$ cat src/rtl/ivl_timer_pkg.sv
`timescale 1ns/100ps
package ivl_timer_pkg;
   localparam int ADDR_W = 2;
   typedef enum logic [ADDR_W-1:0] {
      SEL_COUNT  = 2'd0,
      SEL_PERIOD = 2'd1,
      SEL_CTRL   = 2'd2,
      SEL_SPARE  = 2'd3
   } sel_e;
endpackage

$ cat src/rtl/ivl_prescale.sv
`timescale 1ns/100ps
module ivl_prescale #(
   parameter int PSC_W = 4
) (
   input  logic             clk,
   input  logic             rst_n,
   input  logic             load,
   input  logic             restart,
   input  logic [PSC_W-1:0] ld_cnt,
   input  logic [PSC_W-1:0] ld_rel,
   output logic [PSC_W-1:0] cnt,
   output logic [PSC_W-1:0] rel,
   output logic             expire
);
   logic [PSC_W-1:0] cnt_q, rel_q;

   // exhausted when the decremented value would be zero or below
   assign expire = (cnt_q <= PSC_W'(1));

   always_ff @(posedge clk) begin
      if (!rst_n) begin
         cnt_q <= '0;
         rel_q <= '0;
      end else if (load) begin
         rel_q <= ld_rel;
         cnt_q <= restart ? ld_rel : ld_cnt;
      end else if (expire) begin
         cnt_q <= rel_q;
      end else begin
         cnt_q <= cnt_q - PSC_W'(1);
      end
   end

   assign cnt = cnt_q;
   assign rel = rel_q;
endmodule

$ cat src/rtl/ivl_count.sv
`timescale 1ns/100ps
module ivl_count #(
   parameter int               CNT_W   = 16,
   parameter logic [CNT_W-1:0] CNT_RST = '1
) (
   input  logic             clk,
   input  logic             rst_n,
   input  logic             step,
   input  logic             wr_cnt,
   input  logic             wr_per,
   input  logic             restart,
   input  logic [CNT_W-1:0] wval,
   output logic [CNT_W-1:0] cnt,
   output logic [CNT_W-1:0] per,
   output logic             irq
);
   logic [CNT_W-1:0] cnt_q, per_q;
   logic             irq_q;
   logic             wrap;

   assign wrap = step && (cnt_q <= CNT_W'(1));

   always_ff @(posedge clk) begin
      if (!rst_n) begin
         per_q <= CNT_RST;
      end else if (wr_per) begin
         per_q <= wval;
      end
   end

   always_ff @(posedge clk) begin
      if (!rst_n) begin
         cnt_q <= CNT_RST;
         irq_q <= 1'b0;
      end else begin
         irq_q <= wrap && !wr_cnt && !restart;
         if (restart)      cnt_q <= per_q;
         else if (wr_cnt)  cnt_q <= wval;
         else if (wrap)    cnt_q <= per_q;
         else if (step)    cnt_q <= cnt_q - CNT_W'(1);
      end
   end

   assign cnt = cnt_q;
   assign per = per_q;
   assign irq = irq_q;
endmodule

$ cat src/rtl/ivl_timer.sv
`timescale 1ns/100ps
module ivl_timer #(
   parameter int               DATA_W    = 16,
   parameter int               CNT_W     = 16,
   parameter int               PSC_W     = 4,
   parameter int               PSC_LSB   = 6,
   parameter int               FORCE_BIT = 5,
   parameter logic [CNT_W-1:0] CNT_RST   = '1
) (
   input  logic              clk,
   input  logic              rst_n,
   input  logic              wr_en,
   input  logic [1:0]        addr,
   input  logic [DATA_W-1:0] wdata,
   output logic [DATA_W-1:0] rdata,
   output logic              irq
);
   import ivl_timer_pkg::*;

   localparam int PSC_MSB = PSC_LSB + PSC_W - 1;

   if (CNT_W > DATA_W) begin : g_bad_cnt
      $error("ivl_timer: CNT_W must not exceed DATA_W");
   end
   if (PSC_MSB >= DATA_W) begin : g_bad_psc
      $error("ivl_timer: prescale field does not fit the data word");
   end
   if (FORCE_BIT < PSC_W || FORCE_BIT >= PSC_LSB) begin : g_bad_force
      $error("ivl_timer: restart bit overlaps a prescale field");
   end

   sel_e             sel;
   logic             wr_cnt, wr_per, wr_ctl, restart;
   logic [CNT_W-1:0] wval, cnt_q, per_q;
   logic [PSC_W-1:0] psc_q, rel_q;
   logic             psc_exp;

   assign sel     = sel_e'(addr);
   assign wr_cnt  = wr_en && (sel == SEL_COUNT);
   assign wr_per  = wr_en && (sel == SEL_PERIOD);
   assign wr_ctl  = wr_en && (sel == SEL_CTRL);
   assign restart = wr_ctl && wdata[FORCE_BIT];

   if (CNT_W == DATA_W) begin : g_full_width
      assign wval = wdata;
   end else begin : g_narrow
      assign wval = wdata[CNT_W-1:0];
   end

   ivl_prescale #(.PSC_W(PSC_W)) u_psc (
      .clk     (clk),
      .rst_n   (rst_n),
      .load    (wr_ctl),
      .restart (restart),
      .ld_cnt  (wdata[PSC_MSB:PSC_LSB]),
      .ld_rel  (wdata[PSC_W-1:0]),
      .cnt     (psc_q),
      .rel     (rel_q),
      .expire  (psc_exp)
   );

   ivl_count #(.CNT_W(CNT_W), .CNT_RST(CNT_RST)) u_cnt (
      .clk     (clk),
      .rst_n   (rst_n),
      .step    (psc_exp),
      .wr_cnt  (wr_cnt),
      .wr_per  (wr_per),
      .restart (restart),
      .wval    (wval),
      .cnt     (cnt_q),
      .per     (per_q),
      .irq     (irq)
   );

   always_comb begin
      rdata = '0;
      unique case (sel)
         SEL_COUNT:  rdata = DATA_W'(cnt_q);
         SEL_PERIOD: rdata = DATA_W'(per_q);
         SEL_CTRL: begin
            rdata[PSC_MSB:PSC_LSB] = psc_q;
            rdata[PSC_W-1:0]       = rel_q;
         end
         SEL_SPARE:  rdata = '0;
      endcase
   end
endmodule

$ cat config.mk
export PLATFORM = sky130hd
export DESIGN_NAME = ivl_timer
export DESIGN_NICKNAME = d
export VERILOG_FILES = /design/src/rtl/ivl_timer_pkg.sv /design/src/rtl/ivl_prescale.sv /design/src/rtl/ivl_count.sv /design/src/rtl/ivl_timer.sv
export SDC_FILE = /design/constraint.sdc
export NUM_CORES = 1
export LEC_CHECK = 0
export BUFFER_PORTS_ARGS = -buffer_cell sky130_fd_sc_hd__buf_4
export CORE_UTILIZATION = 61
export CTS_CLUSTER_DIAMETER = 30
export DETAILED_ROUTE_END_ITERATION = 10
export PLACE_DENSITY_LB_ADDON = 0.08
export SYNTH_ARGS = -nofsm -noshare
export SYNTH_HDL_FRONTEND = slang
export SYNTH_SLANG_ARGS = --single-unit
$ cat constraint.sdc
create_clock -name clk -period 3.9 [get_ports clk]
set_input_delay 0.195 -clock clk [delete_from_list [all_inputs] [get_ports clk]]
set_output_delay 0.195 -clock clk [all_outputs]
set_load 0.05 [all_outputs]
# Word level (Yosys, flattened, before mapping)
# Index checks and enable logic that the tools add are counted.
# Widths: inputs -> output; s select.
# totals
reg_bits	41
word_cells	34
# classes
n_addsub	2
order_cmp	2
eq_ne	3
muxes	11
n_reduce_logical	11
# op_table
op	count
$mux 16	4
$pmux 4 s4	2
$le 16x1->1 const B	1
$sub 16x1->16 const B	1
$mux 4	3
$pmux 6 s2	1
$logic_and 1x1->1	7
$eq 2x2->1 const B	2
$le 4x1->1 const B	1
$pmux 2 s2	1
$reduce_bool 4->1	1
$sub 4x1->4 const B	1
$eq 2x1->1 const B	1
$logic_not 1->1	2
$logic_not 2->1	1

# Logic depth before layout (Yosys ltp)
# depth
word_depth	5
ltp_mapped	10

# By module
# A second synthesis with hierarchy kept.
# hier_totals
hier_cells	338
hier_area_um2	2752.6
# modules_own_cells
mod	n_inst	cells_each	area_per_inst_um2
ivl_count	1	243	1934.4
ivl_prescale	1	52	466.7
ivl_timer	1	43	351.6

# Worst setup path after synthesis
# No wires, ideal clock.
# synth_path
path_kind	input-to-output
from	input addr[1]
to	output rdata[6]
arrival_time_ns	1.934
path_slack_ns	1.771
path_stages	4
n_path_buf	2
path_cell_list	buf_2 clkbuf_1 mux2i_1 o21ai_0
# synth_between
elab_chain_len	2
word_cells_on_any_way	5
cone_classes	eq/ne (3); mux (1); reduce/logical (1)
# synth_rtl
item	line_no	text
from (decl)	ivl_timer.sv:13	input logic [1:0] addr,
$eq 2x2->1, or another cell as far along	ivl_timer.sv:77	unique case (sel)
$pmux 4 s4 (*)	ivl_timer.sv:77	
to (decl)	ivl_timer.sv:15	output logic [DATA_W-1:0] rdata,
# Mark *: on every way between the ends. The rest lies on a longest branch, timed or not.

# Worst setup path after layout
# layout_path
from	register u_psc.cnt_q[0], in the netlist u_psc.cnt[0]
to	register u_cnt.cnt_q[9], in the netlist u_cnt.cnt[9]
# layout_between
elab_chain_len	5
word_cells_on_any_way	6
cone_classes	order compare (1); mux (3); reduce/logical (2)
# layout_rtl
item	line_no	text
from (decl)	ivl_prescale.sv:15	logic [PSC_W-1:0] cnt_q, rel_q;
from (signal assigned)	ivl_prescale.sv:26	cnt_q <= restart ? ld_rel : ld_cnt;
from (signal assigned)	ivl_prescale.sv:28	cnt_q <= rel_q;
from (signal assigned)	ivl_prescale.sv:30	cnt_q <= cnt_q - PSC_W'(1);
$le 4x1->1 (*)	ivl_prescale.sv:18	assign expire = (cnt_q <= PSC_W'(1));
$logic_and 1x1->1	ivl_count.sv:21	assign wrap = step && (cnt_q <= CNT_W'(1));
$mux 16	ivl_count.sv:39	else if (wrap) cnt_q <= per_q;
$mux 16	ivl_count.sv:38	else if (wr_cnt) cnt_q <= wval;
$mux 16	ivl_count.sv:37	if (restart) cnt_q <= per_q;
to (signal assigned)	ivl_count.sv:37	
to (signal assigned)	ivl_count.sv:38	
to (signal assigned)	ivl_count.sv:39	
to (decl)	ivl_count.sv:17	logic [CNT_W-1:0] cnt_q, per_q;
# Marked as above.
# A chain may end at the register's enable or synchronous reset.

==> summary.md <==
| Metric | Value |
|---|---|
| Outcome | `finished clean` |
| Pwr dens | `587 mW/mm²` |
| Fin crit share | `0.596` |
| CTS clock-pin slew for the worst setup and hold paths | `~0.08 ns` |
| Setup Crit Path Kind | `flip-flop to flip-flop` |
| Critical-path cell list | `inv_1 > ha_1 > nor2_1 > nor3_1 > nor2_1 > nand2_1 > nor2_1 > nor3_1` |
| CTS tree | `built` |
| Clock Power Share | `0.170` |
| Reg power frac | `0.386` |
| Port bufs | `37` |
| Place WS | `between 1.5 and 2 ns` |
| Wire per inst | `around 17 µm` |
| Post-Route WL | `6690 µm` |
| Global route overflow | `0` |
| Tmin final | `around 2.3 ns` |
| Die width | `roughly 66 µm` |
| Global-route wire length before repair | `~11000 µm` |
| Fin nets | `around 380` |
| Routability Congestion | `0.915` |
| Achievable Freq | `between 400 and 500 MHz` |
| Worst Tran Pin Value | `approximately 0.83 ns` |
| Final routed DRC violation total | `0` |
| Top cell by count, worst path | `nor2_1` |
| Root buf cell | `clkbuf_8` |
| Worst path required time | `about 4.1 ns` |
| DIE HEIGHT | `66.2 µm` |
| Unique masters post-synth | `45` |
| Logic gate share of total power | `0.444` |
| ANT cells | `0` |
| Mean Syn Cell Area | `roughly 7.5 µm²` |
| IR drop worst, VDD | `0.000393 V` |
| Synthesized area | `0.00251 mm²` |
| Leakage | `1.26 nW` |
| Internal Power | `approximately 940 µW` |
| Via density | `roughly 6.2` |
| WHS Endpoint | `u_cnt.per[10]` |
| R2r endpoint | `u_cnt.cnt[9]` |
| Mux cell area share after synthesis | `0.0837` |
| RSZ-0062 raised after global routing | `no` |
| Synth Area in XOR/XNOR | `0.0349` |
| Endpoints failing setup | `0` |
| Layout cells sized above 1 | `0.140` |
| Fillers | `between 300 and 400` |
| Synth Area in Adders | `0.0199` |
| Post-route setup TNS | `0 ns` |
| Synthesis-stage register bit count | `41` |
| Initial antenna violation count | `0` |
| Synthesis Warnings | `0` |
| Hold path startpoint | `wdata[10]` |
| Row cnt | `22` |
| Final setup margin | `1.57 ns` |
| Sequential-to-total area share from yosys stat | `0.327` |
| CP max stage cell | `nor2_1` |
| CTS Sinks | `just over 40` |
| Synth Area in Compound Gates | `0.197` |
| Pin count of the biggest net entering global routing | `between 40 and 50` |
| Antenna Nets Post-Route | `0` |
| Vias in the first global route | `about 2200` |
| Non-filler instance count after layout | `around 410` |
| Worst min path class | `primary input to flip-flop` |
| Routed via count | `roughly 2500` |
| Main combinational cell family by area after synthesis | `simple AND/OR/NAND/NOR gates` |
| Max-Slew Margin vs Limit | `0.442` |
| Syn nets | `between 300 and 400` |
| HPWL Detailed | `roughly 4600 µm` |
| CTS Buf Count | `5` |
| Slowest stage delay, CP | `roughly 0.67 ns` |
| Final Hold Fails | `0` |
| R2R cell count | `8` |
| Ports | `38` |
| Min-Delay Path Depth | `3` |
| H-tree lvl count | `2` |
| Worst skew pair latency | `between 0.2 and 0.3 ns` |
| Arrival time at the worst endpoint | `around 2.5 ns` |
| Synth Area in Simple Gates | `0.294` |
| Post-CTS Setup Repair Bufs | `0` |
| Core ar. | `0.00380 mm²` |
| Die area | `0.00438 mm²` |
| Worst R2R Start | `u_psc.cnt[0]` |
| Reg2Reg Setup Slack | `roughly 1.6 ns` |
| Cells after Synth | `~330` |
| Area delta synth->final | `13.7%` |
| Resized cells post-CTS | `0` |
| Startpoint Class | `flip-flop` |
| Switching share of power | `0.441` |
| Switch Pwr | `739 µW` |
| Max_cap viols | `0` |
| Starting Density | `0.661` |
| Setup crit end kind | `flip-flop` |
| Critical path peak fanout | `12` |
| Placed Instances | `between 300 and 400` |
| DRT iter0 DRCs | `262` |
| Hold Buf Count CTS | `0` |
| All-Layer GR Usage | `0.332` |
| Clock Path Buffers | `2` |
| Drt pass-1 iters | `5` |
| Worst Skew | `approximately 0.0057 ns` |
| Max-slew violation count | `0` |
## sequential cells by signal (all words and copies together), names as in the netlist
| register | flops |
|---|---|
| u_cnt.irq | 1 |
| u_cnt.per | 16 |
| u_cnt.cnt | 16 |
| u_psc.cnt | 4 |
| u_psc.rel | 4 |
## through the flow
stage,hold slack [ns],total power [mW],instance area [µm²],utilization
after detailed placement,0.419,1.38,2770,0.730
final,0.117,1.68,2860,0.752
after global placement,0.415,1.36,2770,0.730
after global routing,0.118,1.79,2860,0.752
after floorplan,0.319,1.19,2510,-
after CTS,0.116,1.67,2860,0.752
## layout by cell type, fill, tap and decap left out, types with 2 or more instances in the layout
cell type / count
a221oi_1: 2
o22ai_1: 2
a211o_1: 2
o21ai_0: 19
nor2_1: 37
o221ai_1: 9
nor2b_1: 4
or3_1: 3
a31oi_1: 2
dfxtp_1: 41
and3_1: 4
nor4_1: 3
xnor2_1: 5
ha_1: 4
nand2_1: 78
buf_4: 38
a21oi_1: 5
nand3_1: 17
a221o_1: 2
o21a_1: 2
clkbuf_8: 6
inv_1: 6
o211ai_1: 10
a21boi_0: 4
a2111oi_0: 2
xor2_1: 5
nor3_1: 4
mux2i_1: 21
and2_1: 4
## cells by family after synthesis
family | Yosys count
adders and majority gates | 4
muxes | 21
DFF | 41
buffers and inverters | 27
AOI/OAI and AO/OA | 69
and+or+nand+nor | 161
xor gates and xnor gates | 10
## worst max-delay path, delay by kind of cell, from the launching register on
kind | cells | cell delay (ns)
AND/OR/NAND/NOR | 6 | 1.48
flip-flops | 1 | 0.40
adder cells (fa/ha/maj) | 1 | 0.23
buffers and inverters | 1 | 0.09
## power by group through the flow
stage	Clock [mW]	Sequential [mW]	Combinational, mW
6_report	0.285	0.647	0.745
5_1_grt	0.305	0.662	0.823
4_1_cts	0.285	0.643	0.737
3_5_place_dp	0	0.651	0.730
3_3_place_gp	0	0.649	0.714
2_1_floorplan	0	0.603	0.591
## Yosys cell counts (all sizes together)
master / n / area, µm²
nand4: 1 / 6.26
o31ai: 1 / 7.51
a2111oi: 2 / 17.5
nor2: 37 / 139
nor3: 4 / 20.0
xor2: 5 / 43.8
xnor2: 5 / 43.8
nand2: 78 / 293
a211o: 2 / 17.5
a221o: 2 / 20.0
inv: 6 / 22.5
nor4: 4 / 40.0
a32o: 1 / 10.0
a211oi: 1 / 7.51
o211a: 1 / 10.0
and3b: 1 / 8.76
o211ai: 10 / 75.1
a21boi: 5 / 41.3
a21oi: 5 / 25.0
a221oi: 2 / 17.5
and3: 4 / 25.0
buf: 4 / 22.5
a31oi: 2 / 12.5
nor4b: 1 / 23.8
o21ai: 20 / 111
o21a: 2 / 15.0
and2: 4 / 25.0
a21o: 1 / 7.51
nor3b: 2 / 20.0
o221ai: 9 / 78.8
mux2i: 21 / 210
nor2b: 4 / 25.0
ha: 4 / 50.1
clkbuf: 17 / 63.8
or3: 3 / 18.8
o311ai: 1 / 8.76
dfxtp: 41 / 821
nand3: 18 / 95.1
o22ai: 2 / 12.5
## worst max-delay path by stage
stage                                to         start  slack, ns
after global routing       u_cnt.cnt[9]  u_psc.cnt[0]       1.33
after floorplan                rdata[6]       addr[1]       1.77
final                      u_cnt.cnt[9]  u_psc.cnt[0]       1.57
after global placement    u_cnt.cnt[12]  u_psc.cnt[0]       1.74
after detailed placement   u_cnt.cnt[9]  u_psc.cnt[0]       1.66
after CTS                  u_cnt.cnt[9]  u_psc.cnt[0]       1.60
## per-layer routing
| metal | track usage | share of wire | wire [µm] | vias to the layer above |
|---|---|---|---|---|
| met4 | 0.104 | 0.016 | 104 | 0 |
| li1 | - | - | - | 1222 |
| met5 | 0 | 0 | 0 | - |
| met3 | 0.0672 | 0.083 | 558 | 10 |
| met2 | 0.497 | 0.44 | 2960 | 111 |
| met1 | 0.474 | 0.46 | 3080 | 1178 |
## area by class of cell
type	instances	area (µm²)	share of cell area
Clock buffer	7	86.3	0.0302
Timing Repair Buffer	38	285	0.0998
Multi-Input combinational cell	265	1580	0.554
Sequential cell	41	821	0.287
Tap cell	48	60.1	0.0210
Inverter	6	22.5	0.00788
(Power assumes the default switching activity.)
